==> config.mk <==
export PLATFORM = sky130hd
export DESIGN_NAME = ddr2_init_seq
export DESIGN_NICKNAME = d
export VERILOG_FILES = /design/src/rtl/ddr2_init_pkg.sv /design/src/rtl/ddr2_wait_timer.sv /design/src/rtl/ddr2_cmd_table.sv /design/src/rtl/ddr2_init_seq.sv
export SDC_FILE = /design/constraint.sdc
export NUM_CORES = 1
export LEC_CHECK = 0
export ABC_AREA = 1
export BUFFER_PORTS_ARGS = -buffer_cell sky130_fd_sc_hd__buf_2
export CAP_MARGIN = 20
export CORE_MARGIN = 4
export CORE_UTILIZATION = 51
export DETAILED_ROUTE_END_ITERATION = 8
export PLACE_DENSITY = 0.78
export RECOVER_POWER = 25
export SETUP_SLACK_MARGIN = 0.4
export SKIP_LAST_GASP = 1
export SYNTH_ARGS = -nofsm -noshare
export SYNTH_HDL_FRONTEND = slang
export SYNTH_HIERARCHICAL = 1
export SYNTH_SLANG_ARGS = --single-unit
==> constraint.sdc <==
create_clock -name clk -period 2.09 [get_ports clk]
set_clock_uncertainty 0.15 [all_clocks]
set_input_delay 0.5225 -clock clk [delete_from_list [all_inputs] [get_ports clk]]
set_output_delay 0.5225 -clock clk [all_outputs]
set_load 0.005 [all_outputs]
==> src/rtl/ddr2_init_pkg.sv <==
package ddr2_init_pkg;

  localparam int NUM_STEPS = 13;
  localparam int LAST_STEP = NUM_STEPS - 1;
  localparam int STEP_W    = $clog2(NUM_STEPS);

  localparam logic [31:0] DLL_ON_WORD = 32'h0002_2828;
  localparam logic [31:0] DLL_GO_WORD = 32'h0003_2828;

  localparam logic [31:0] CMD_WAKE  = 32'h80FC_0000;
  localparam logic [31:0] CMD_NOP   = 32'h803C_0000;
  localparam logic [31:0] CMD_PALL  = 32'h8028_0400;
  localparam logic [31:0] CMD_EMR2  = 32'h8022_0000;
  localparam logic [31:0] CMD_EMR3  = 32'h8023_0000;
  localparam logic [31:0] CMD_AREF  = 32'h8024_0000;
  localparam logic [31:0] CMD_EMR1  = 32'h8021_0000 | 32'h4 | 32'h2;
  localparam logic [31:0] OCD_DFLT  = 32'h0000_0380;

  typedef enum logic [3:0] {
    S_IDLE, S_DLL_ON, S_DLL_GO, S_LOCK, S_PWR, S_ISSUE, S_GAP, S_DONE, S_FAIL
  } seq_state_t;

  function automatic logic [31:0] mode_word(input logic [2:0] cl,
                                            input logic [2:0] wr,
                                            input logic       dll_rst);
    return 32'h8020_0003 + (32'(cl) << 4) + (32'(wr - 3'd1) << 9)
           + (dll_rst ? 32'h100 : 32'h0);
  endfunction

  function automatic logic gap_after(input logic [STEP_W-1:0] s);
    return (s >= STEP_W'(5)) && (s <= STEP_W'(10));
  endfunction

endpackage

==> src/rtl/ddr2_wait_timer.sv <==
module ddr2_wait_timer #(
  parameter int TW = 16
) (
  input  logic          clk,
  input  logic          rst,
  input  logic          load,
  input  logic [TW-1:0] load_val,
  output logic          zero
);
  logic [TW-1:0] cnt;

  always_ff @(posedge clk) begin
    if (rst)              cnt <= '0;
    else if (load)        cnt <= load_val;
    else if (cnt != '0)   cnt <= cnt - 1'b1;
  end

  assign zero = (cnt == '0);

  // Wait windows of R5 and R10 depend on a strict one-per-cycle count.
  p_count_down_r10: assert property (@(posedge clk) disable iff (rst)
    (!load && cnt != '0) |=> (cnt == $past(cnt) - 1'b1));

endmodule

==> src/rtl/ddr2_cmd_table.sv <==
module ddr2_cmd_table
  import ddr2_init_pkg::*;
(
  input  logic [STEP_W-1:0] idx,
  input  logic [2:0]        cas_lat,
  input  logic [2:0]        wr_rec,
  output logic [31:0]       word
);
  always_comb begin
    case (idx)
      STEP_W'(0):  word = CMD_WAKE;
      STEP_W'(1):  word = CMD_NOP;
      STEP_W'(2):  word = CMD_PALL;
      STEP_W'(3):  word = CMD_EMR2;
      STEP_W'(4):  word = CMD_EMR3;
      STEP_W'(5):  word = CMD_EMR1;
      STEP_W'(6):  word = mode_word(cas_lat, wr_rec, 1'b1);
      STEP_W'(7):  word = CMD_PALL;
      STEP_W'(8):  word = CMD_AREF;
      STEP_W'(9):  word = CMD_AREF;
      STEP_W'(10): word = mode_word(cas_lat, wr_rec, 1'b0);
      STEP_W'(11): word = CMD_EMR1 + OCD_DFLT;
      STEP_W'(12): word = CMD_EMR1;
      default:     word = CMD_NOP;
    endcase
  end
endmodule

==> src/rtl/ddr2_init_seq.sv <==
module ddr2_init_seq
  import ddr2_init_pkg::*;
#(
  parameter int CLK_KHZ      = 100000,
  parameter int LOCK_TIMEOUT = 4096
) (
  input  logic        clk,
  input  logic        rst,
  input  logic        start,
  input  logic [1:0]  phy_lock,
  input  logic        cmd_ack,
  input  logic [2:0]  cas_lat,
  input  logic [2:0]  wr_rec,
  output logic        cmd_valid,
  output logic [31:0] cmd_word,
  output logic        dll_we,
  output logic [31:0] dll_word,
  output logic        done,
  output logic        err
);
  localparam int US_CYC  = (CLK_KHZ + 999) / 1000;
  localparam int PWR_CYC = (200 * CLK_KHZ + 999) / 1000;
  localparam int MAX_A   = (PWR_CYC > LOCK_TIMEOUT) ? PWR_CYC : LOCK_TIMEOUT;
  localparam int MAX_C   = (MAX_A > US_CYC) ? MAX_A : US_CYC;
  localparam int TW      = $clog2(MAX_C + 1);

  seq_state_t        state;
  logic [STEP_W-1:0] step;
  logic [STEP_W-1:0] tbl_idx;
  logic [31:0]       tbl_word;
  logic              tmr_load, tmr_zero;
  logic [TW-1:0]     tmr_val;
  logic              lock_ok, accept;

  assign lock_ok = (phy_lock == 2'b11);
  assign accept  = cmd_valid && cmd_ack;
  assign tbl_idx = (state == S_ISSUE) ? step + 1'b1 : step;

  ddr2_cmd_table u_table (
    .idx(tbl_idx), .cas_lat(cas_lat), .wr_rec(wr_rec), .word(tbl_word)
  );

  always_comb begin
    tmr_load = 1'b0;
    tmr_val  = '0;
    case (state)
      S_DLL_GO: begin tmr_load = 1'b1; tmr_val = TW'(LOCK_TIMEOUT - 1); end
      S_LOCK:   if (lock_ok) begin tmr_load = 1'b1; tmr_val = TW'(PWR_CYC - 1); end
      S_ISSUE:  if (accept && gap_after(step)) begin
                  tmr_load = 1'b1; tmr_val = TW'(US_CYC - 1);
                end
      default:  ;
    endcase
  end

  ddr2_wait_timer #(.TW(TW)) u_timer (
    .clk(clk), .rst(rst), .load(tmr_load), .load_val(tmr_val), .zero(tmr_zero)
  );

  always_ff @(posedge clk) begin
    if (rst) begin
      state     <= S_IDLE;
      step      <= '0;
      cmd_valid <= 1'b0;
      cmd_word  <= '0;
      dll_we    <= 1'b0;
      dll_word  <= '0;
      done      <= 1'b0;
      err       <= 1'b0;
    end else begin
      case (state)
        S_IDLE: if (start) begin
          dll_we   <= 1'b1;
          dll_word <= DLL_ON_WORD;
          state    <= S_DLL_ON;
        end
        S_DLL_ON: begin
          dll_word <= DLL_GO_WORD;
          state    <= S_DLL_GO;
        end
        S_DLL_GO: begin
          dll_we <= 1'b0;
          state  <= S_LOCK;
        end
        S_LOCK: begin
          if (lock_ok)       state <= S_PWR;
          else if (tmr_zero) begin err <= 1'b1; state <= S_FAIL; end
        end
        S_PWR, S_GAP: if (tmr_zero) begin
          cmd_valid <= 1'b1;
          cmd_word  <= tbl_word;
          state     <= S_ISSUE;
        end
        S_ISSUE: if (accept) begin
          if (step == STEP_W'(LAST_STEP)) begin
            cmd_valid <= 1'b0;
            done      <= 1'b1;
            state     <= S_DONE;
          end else if (gap_after(step)) begin
            cmd_valid <= 1'b0;
            step      <= step + 1'b1;
            state     <= S_GAP;
          end else begin
            cmd_word  <= tbl_word;
            step      <= step + 1'b1;
          end
        end
        default: ;
      endcase
    end
  end

  p_word_hold_r9: assert property (@(posedge clk) disable iff (rst)
    (cmd_valid && !cmd_ack) |=> (cmd_valid && $stable(cmd_word)));
  p_lock_needed_r3: assert property (@(posedge clk) disable iff (rst)
    (state == S_LOCK && !lock_ok && !tmr_zero) |=> (state == S_LOCK));
  p_err_sticky_r4: assert property (@(posedge clk) disable iff (rst)
    err |=> (err && !cmd_valid));
  p_done_sticky_r11: assert property (@(posedge clk) disable iff (rst)
    done |=> (done && !cmd_valid));
  p_start_ignored_r11: assert property (@(posedge clk) disable iff (rst)
    (state != S_IDLE) |=> (state != S_IDLE));
  p_dll_first_r2: assert property (@(posedge clk) disable iff (rst)
    dll_we |-> (!cmd_valid && !done && !err));
  p_gap_quiet_r10: assert property (@(posedge clk) disable iff (rst)
    (state == S_GAP) |-> !cmd_valid);

endmodule

-- Word-level counts from Yosys, hierarchy flattened
Cells that the tools add are included.
- add/sub/neg operators: 6
- multiply operators: 0
- div/mod/pow operators: 0
- $lt $le $gt $ge: 2
- equality and inequality tests: 26
- shift operators: 0
- mux-type cells: 32
- bitwise gates (word level): 2
- reductions and logical operators: 24
- operators by type and width (cell ; count):
    32-bit case mux with 9 select lines ; 1
    32-bit two-way mux ; 5
    32-bit case mux with 2 select lines ; 2
    15-bit two-way mux ; 3
    15-bit case mux with 3 select lines ; 1
    32-bit adder ; 1
    32-bit by 7-bit adder with 32-bit output, first input constant ; 1
    32-bit by 9-bit adder with 32-bit output, second input constant ; 1
    4-bit two-way mux ; 8
    4-bit by 3-bit == test with 1-bit output, second input constant ; 7
    4-bit == test, second input constant ; 6
    4-bit case mux with 6 select lines ; 1
    4-bit by 2-bit == test with 1-bit output, second input constant ; 4
    15-bit logical NOT ; 1
    15-bit nonzero test ; 1
    15-bit by 1-bit subtractor with 15-bit output, second input constant ; 1
    2-bit inequality test, second input constant ; 5
    3-bit AND reduction ; 3
    4-bit logical NOT ; 2
    2-bit nonzero test ; 4
    2-bit OR reduction ; 4
    1-bit two-way mux ; 7
    7-bit two-way mux ; 1
    6-bit AND reduction ; 1
    other kinds (16) ; 21
- flip-flop bits (word level): 91
- latch bits: 0
- bits in writable memories: 0
- ROM bits: 0
- input port bits: 12
- output and inout bits: 68
- logic and storage cells: 101
- memories kept: 0

-- Longest topological paths before layout
- depth after elaboration: 9
- depth in mapped cells: 16
- gate-level depth less buffers: 16

-- Modules after synthesis
Netlist, hierarchy kept.
- by module, submodules not included (module ; times used ; cells each ; area each (um^2) ; sequential area each (um^2)):
    ddr2_init_seq ; 1 ; 378 ; 2652.5 ; 920.9
    ddr2_wait_timer ; 1 ; 144 ; 952.2 ; 300.3
    ddr2_cmd_table ; 1 ; 74 ; 401.6 ; 0.0

-- Worst setup path after synthesis
OpenSTA, ideal clock, no wires.
- kind: reg2reg
- from: register u_timer.cnt[0]
- to: register cmd_word[14]
- arrival: 1.888 ns
- path slack: -0.060 ns
- stages on the path, launching flop included: 15
- buffers on the path: 1
- period minus slack after synthesis: 2.150 ns
- cells stage by stage: dfxtp_1 inv_1 ha_1 nand2_2 nor2_8 nand3_2 inv_1 inv_1 nand3_1 nand2_1 nor2_4 buf_2 nand3_1 nand2_1 nor2_1
- cells in the longest elaborated chain, start to end: 3
- ends and longest elaborated chain (what ; line ; RTL):
    from (decl) ; ddr2_wait_timer.sv:10 ; logic [TW-1:0] cnt;
    from (signal assigned) ; ddr2_wait_timer.sv:14 ; else if (load) cnt <= load_val;
    from (signal assigned) ; ddr2_wait_timer.sv:15 ; else if (cnt != '0) cnt <= cnt - 1'b1;
    15-bit logical NOT ; ddr2_wait_timer.sv:18 ; assign zero = (cnt == '0);
    via tmr_zero ; ddr2_init_seq.sv:31 ; logic tmr_load, tmr_zero;
    2-bit inequality test (no source line) ; - ;
    5-bit AND reduction (no source line) ; - ;
    to (signal assigned) ; ddr2_init_seq.sv:91 ; cmd_word <= tbl_word;
    to (signal assigned) ; ddr2_init_seq.sv:104 ; cmd_word <= tbl_word;
    to (decl) ; ddr2_init_seq.sv:15 ; output logic [31:0] cmd_word,
The timed path passes the listed nets, and every way through them passes these cells.
A chain may end at the register's enable or synchronous reset.

-- Worst setup path after layout
- from: register u_timer.cnt[0]
- to: register cmd_word[8]
Same word-level chain as after synthesis.

==> impl_metrics.json <==
{
  "synth_edf_count": 0,
  "clockBufferDepth": 2,
  "rr_startpoint": "u_timer/cnt[0]",
  "hold_depth": 2,
  "p_leak_nw": 2.61,
  "hold_class": "reg -> reg",
  "min_to": "err",
  "synthCells": 596,
  "min_period_over_period_pct": 97.0,
  "power_mw": 7.96,
  "grt_pass1_wl_um": 16000,
  "critPathKind": "reg -> reg",
  "cp_top_family": "simple AND/OR/NAND/NOR gates",
  "crit_buf_inv": 5,
  "status": "completed",
  "drtAntennaViolNets": 0,
  "dpl.cell_count": 739,
  "num_vias": 3808,
  "grt_max_degree": 33,
  "wl_um": 10300,
  "r2r.worst_path.cells": 15,
  "powerDensity_nw_per_um2": 1520,
  "drive_gt1_share_pct": 39.0,
  "grt-ovfl-total": 0,
  "grt_usage_pct": 20.4,
  "die_w_um": 96.6,
  "postSynth.asyncResetShare_pct": 0,
  "timing.rr.end": "cmd_word[8]",
  "clock-sinks": 61,
  "grt_pass1_vias": 3592,
  "finish.utilization_pct": 68.2,
  "syn2layout_area_growth_pct": 30.8,
  "die_area_sq_um": 9340,
  "drt_first_pass_iters": 5,
  "via_per_inst": 4.79,
  "synth_area_per_cell_sq_um": 6.72,
  "dp_hpwl_um": 6220,
  "synth.yosys.seq_area_share_pct": 30.5,
  "wl_per_cell_um": 12.9,
  "ys_warn_count": 6,
  "ctsHtreeMaxLevel": 3,
  "drt_iter0_drc": 151,
  "fin_cells": 795,
  "worstSetupStartpointType": "register",
  "fin_crit_ns": 2.03,
  "diodes": 0,
  "route.detailed.drc": 0,
  "hold_slack_ns": 0.297,
  "cp.depth": 15,
  "ys_ff_latch": 61,
  "core_area_sq_um": 7690,
  "rsz0062_at_grt": "yes",
  "endpoint_kind": "register",
  "cts_tree": "yes",
  "die_h_um": 96.6,
  "synth_ff_type": "dfxtp_1",
  "rrSetupSlack_ns": 0.06,
  "fmax_mhz": 493,
  "cp_cell_sequence": "inv_4 -> ha_4 -> nand2_4 -> nor2_8 -> nand3_4 -> inv_4 -> inv_4 -> nand3_2 -> nand2_2 -> nor2_4 -> buf_8 -> clkbuf_16 -> nand3_2 -> nand2_1 -> nor2_1",
  "slowest_stage": "dfxtp_4",
  "hold_start": "err",
  "worstPathMaxFanout": 8,
  "io_buffers": 53,
  "start_util_pct": 52.1,
  "critPathArrivalTime_ns": 2.12,
  "antenna_found_initial": 0,
  "io_pins": 80,
  "required_ns": 2.19,
  "placementRows": 32,
  "setup_viol": 0,
  "ir_drop_mv": 0.662,
  "place_congestion": 0.910,
  "insertion_delay_ns": 0.35,
  "max-cap-violations": 0,
  "maxSlewViolCount": 0,
  "clockRootBuffer": "clkbuf_8",
  "postCtsHoldBufs": 0,
  "syn_area_sq_um": 4010,
  "path_clk_slew_ns": 0.07,
  "ys_types": 37,
  "fin_nets": 707,
  "tns_ns": 0,
  "crit_top_cell": "inv_4",
  "slowest_delay_ns": 0.36,
  "hold_violations": 0,
  "cts_buffers": 9
}
==> worst reg2reg max path: stages (launching register included) <==
cell	delay [ns]
dfxtp_4	0.36
inv_4	0.06
ha_4	0.13
nand2_4	0.07
nor2_8	0.12
nand3_4	0.09
inv_4	0.08
inv_4	0.04
nand3_2	0.05
nand2_2	0.08
nor2_4	0.16
buf_8	0.17
clkbuf_16	0.17
nand3_2	0.07
nand2_1	0.09
nor2_1	0.04
==> synthesized netlist by cell type (2+ instances only) <==
cell      count  share of area, %
a21oi_1      20               2.5
a21oi_2       2              0.44
buf_2         2              0.25
buf_4        44               8.2
buf_6         6               1.7
clkbuf_1      6              0.56
conb_1        3              0.28
dfxtp_1      61                30
ha_1          7               2.2
inv_1        76               7.1
inv_2         8              0.75
inv_4         2              0.31
nand2_1     128                12
nand2_2      10               1.6
nand2_4       2              0.56
nand3_1      30               3.7
nand3_2      23               5.7
nand3b_1      4              0.75
nand4_1       4              0.62
nor2_1      112                10
nor2_2        5              0.78
nor2_4        4               1.1
nor2_8        3               1.5
nor3_2        3              0.75
o21ai_0      10               1.2
o21ai_1       2              0.25
xnor2_1       4              0.87
xor2_1        6               1.3
==> power breakdown <==
| part | switching, mW | internal, mW | leakage [nW] | total, mW |
|---|---|---|---|---|
| Combinational | 2.63 | 2.20 | 1.99 | 4.83 |
| Clock | 0.526 | 0.677 | 0.106 | 1.20 |
| Sequential | 0.337 | 1.59 | 0.507 | 1.93 |
| Total | 3.49 | 4.47 | 2.61 | 7.96 |
==> stage by stage <==
| step | cell area [sq um] | setup slack (ns) |
|---|---|---|
| detailed placement | 4290 | 0.0290 |
| floorplan | 4210 | 0.196 |
| finish | 5240 | 0.0636 |
| global route | 5240 | -0.0538 |
| CTS | 4920 | 0.107 |
| global placement | 4290 | 0.0945 |
==> layout by cell type (no fill, tap or decap), types with 17 or more instances in the layout <==
cell / count
buf_2: 53
nand3_2: 32
nand3_1: 17
nor2_1: 103
buf_4: 36
nand2_2: 24
nand2_1: 111
dfxtp_1: 47
inv_1: 65
conb_1: 37
==> per-layer routing <==
metal	vias up	wire length, um	track usage [%]	share of wire [%]
met4	0	239	7.56	2.3
met5	-	0	0	0
met3	27	611	4.54	6.0
met1	1724	4300	25.1	42
met2	133	5100	34.7	50
li1	1924	-	-	-
==> area by class of cell <==
type                       count  area (sq um)
clock buffer                   9           124
tap                          102           128
fill                         622          2450
sequential                    61          1250
multi-input combinational    424          2470
timing repair inverter         1          8.76
inverter                      86           353
timing repair buffer         105           808
clock inverter                 7          97.6
==> cells by family (layout without fill, tap and decap cells) <==
group,count (synthesis),after routing,synth area share [%]
flip-flops,61,61,30.5
AO/OA/AOI/OAI,38,38,5.18
buffers and inverters,145,208,19.0
adder cells (fa/ha/maj),7,7,2.19
other,3,37,0.281
XOR/XNOR,10,10,2.19
AND/OR/NAND/NOR,332,332,40.7
==> flip-flops by register name, indices dropped and copies added (netlist names) <==
name / flops
u_timer/cnt: 15
cmd_valid: 1
step: 4
dll_we: 1
dll_word: 2
done: 1
state: 4
cmd_word: 32
err: 1
==> how the worst max path moves through the flow <==
stage	start	endpoint
global route	step[1]	cmd_word[16]
global placement	u_timer/cnt[0]	cmd_word[23]
floorplan	u_timer/cnt[0]	cmd_word[10]
detailed placement	state[1]	cmd_word[16]
CTS	u_timer/cnt[0]	cmd_word[8]
finish	u_timer/cnt[0]	cmd_word[8]
==> timing repair <==
| item | in CTS | in global routing |
|---|---|---|
| setup endpoints to repair | 54 | 57 |
| pin swaps | 14 | 50 |
| gates cloned | 3 | 2 |
| setup buffers | 23 | 12 |
| gates resized for setup | 52 | 55 |
No activity file was read; power rests on OpenSTA's default activity.
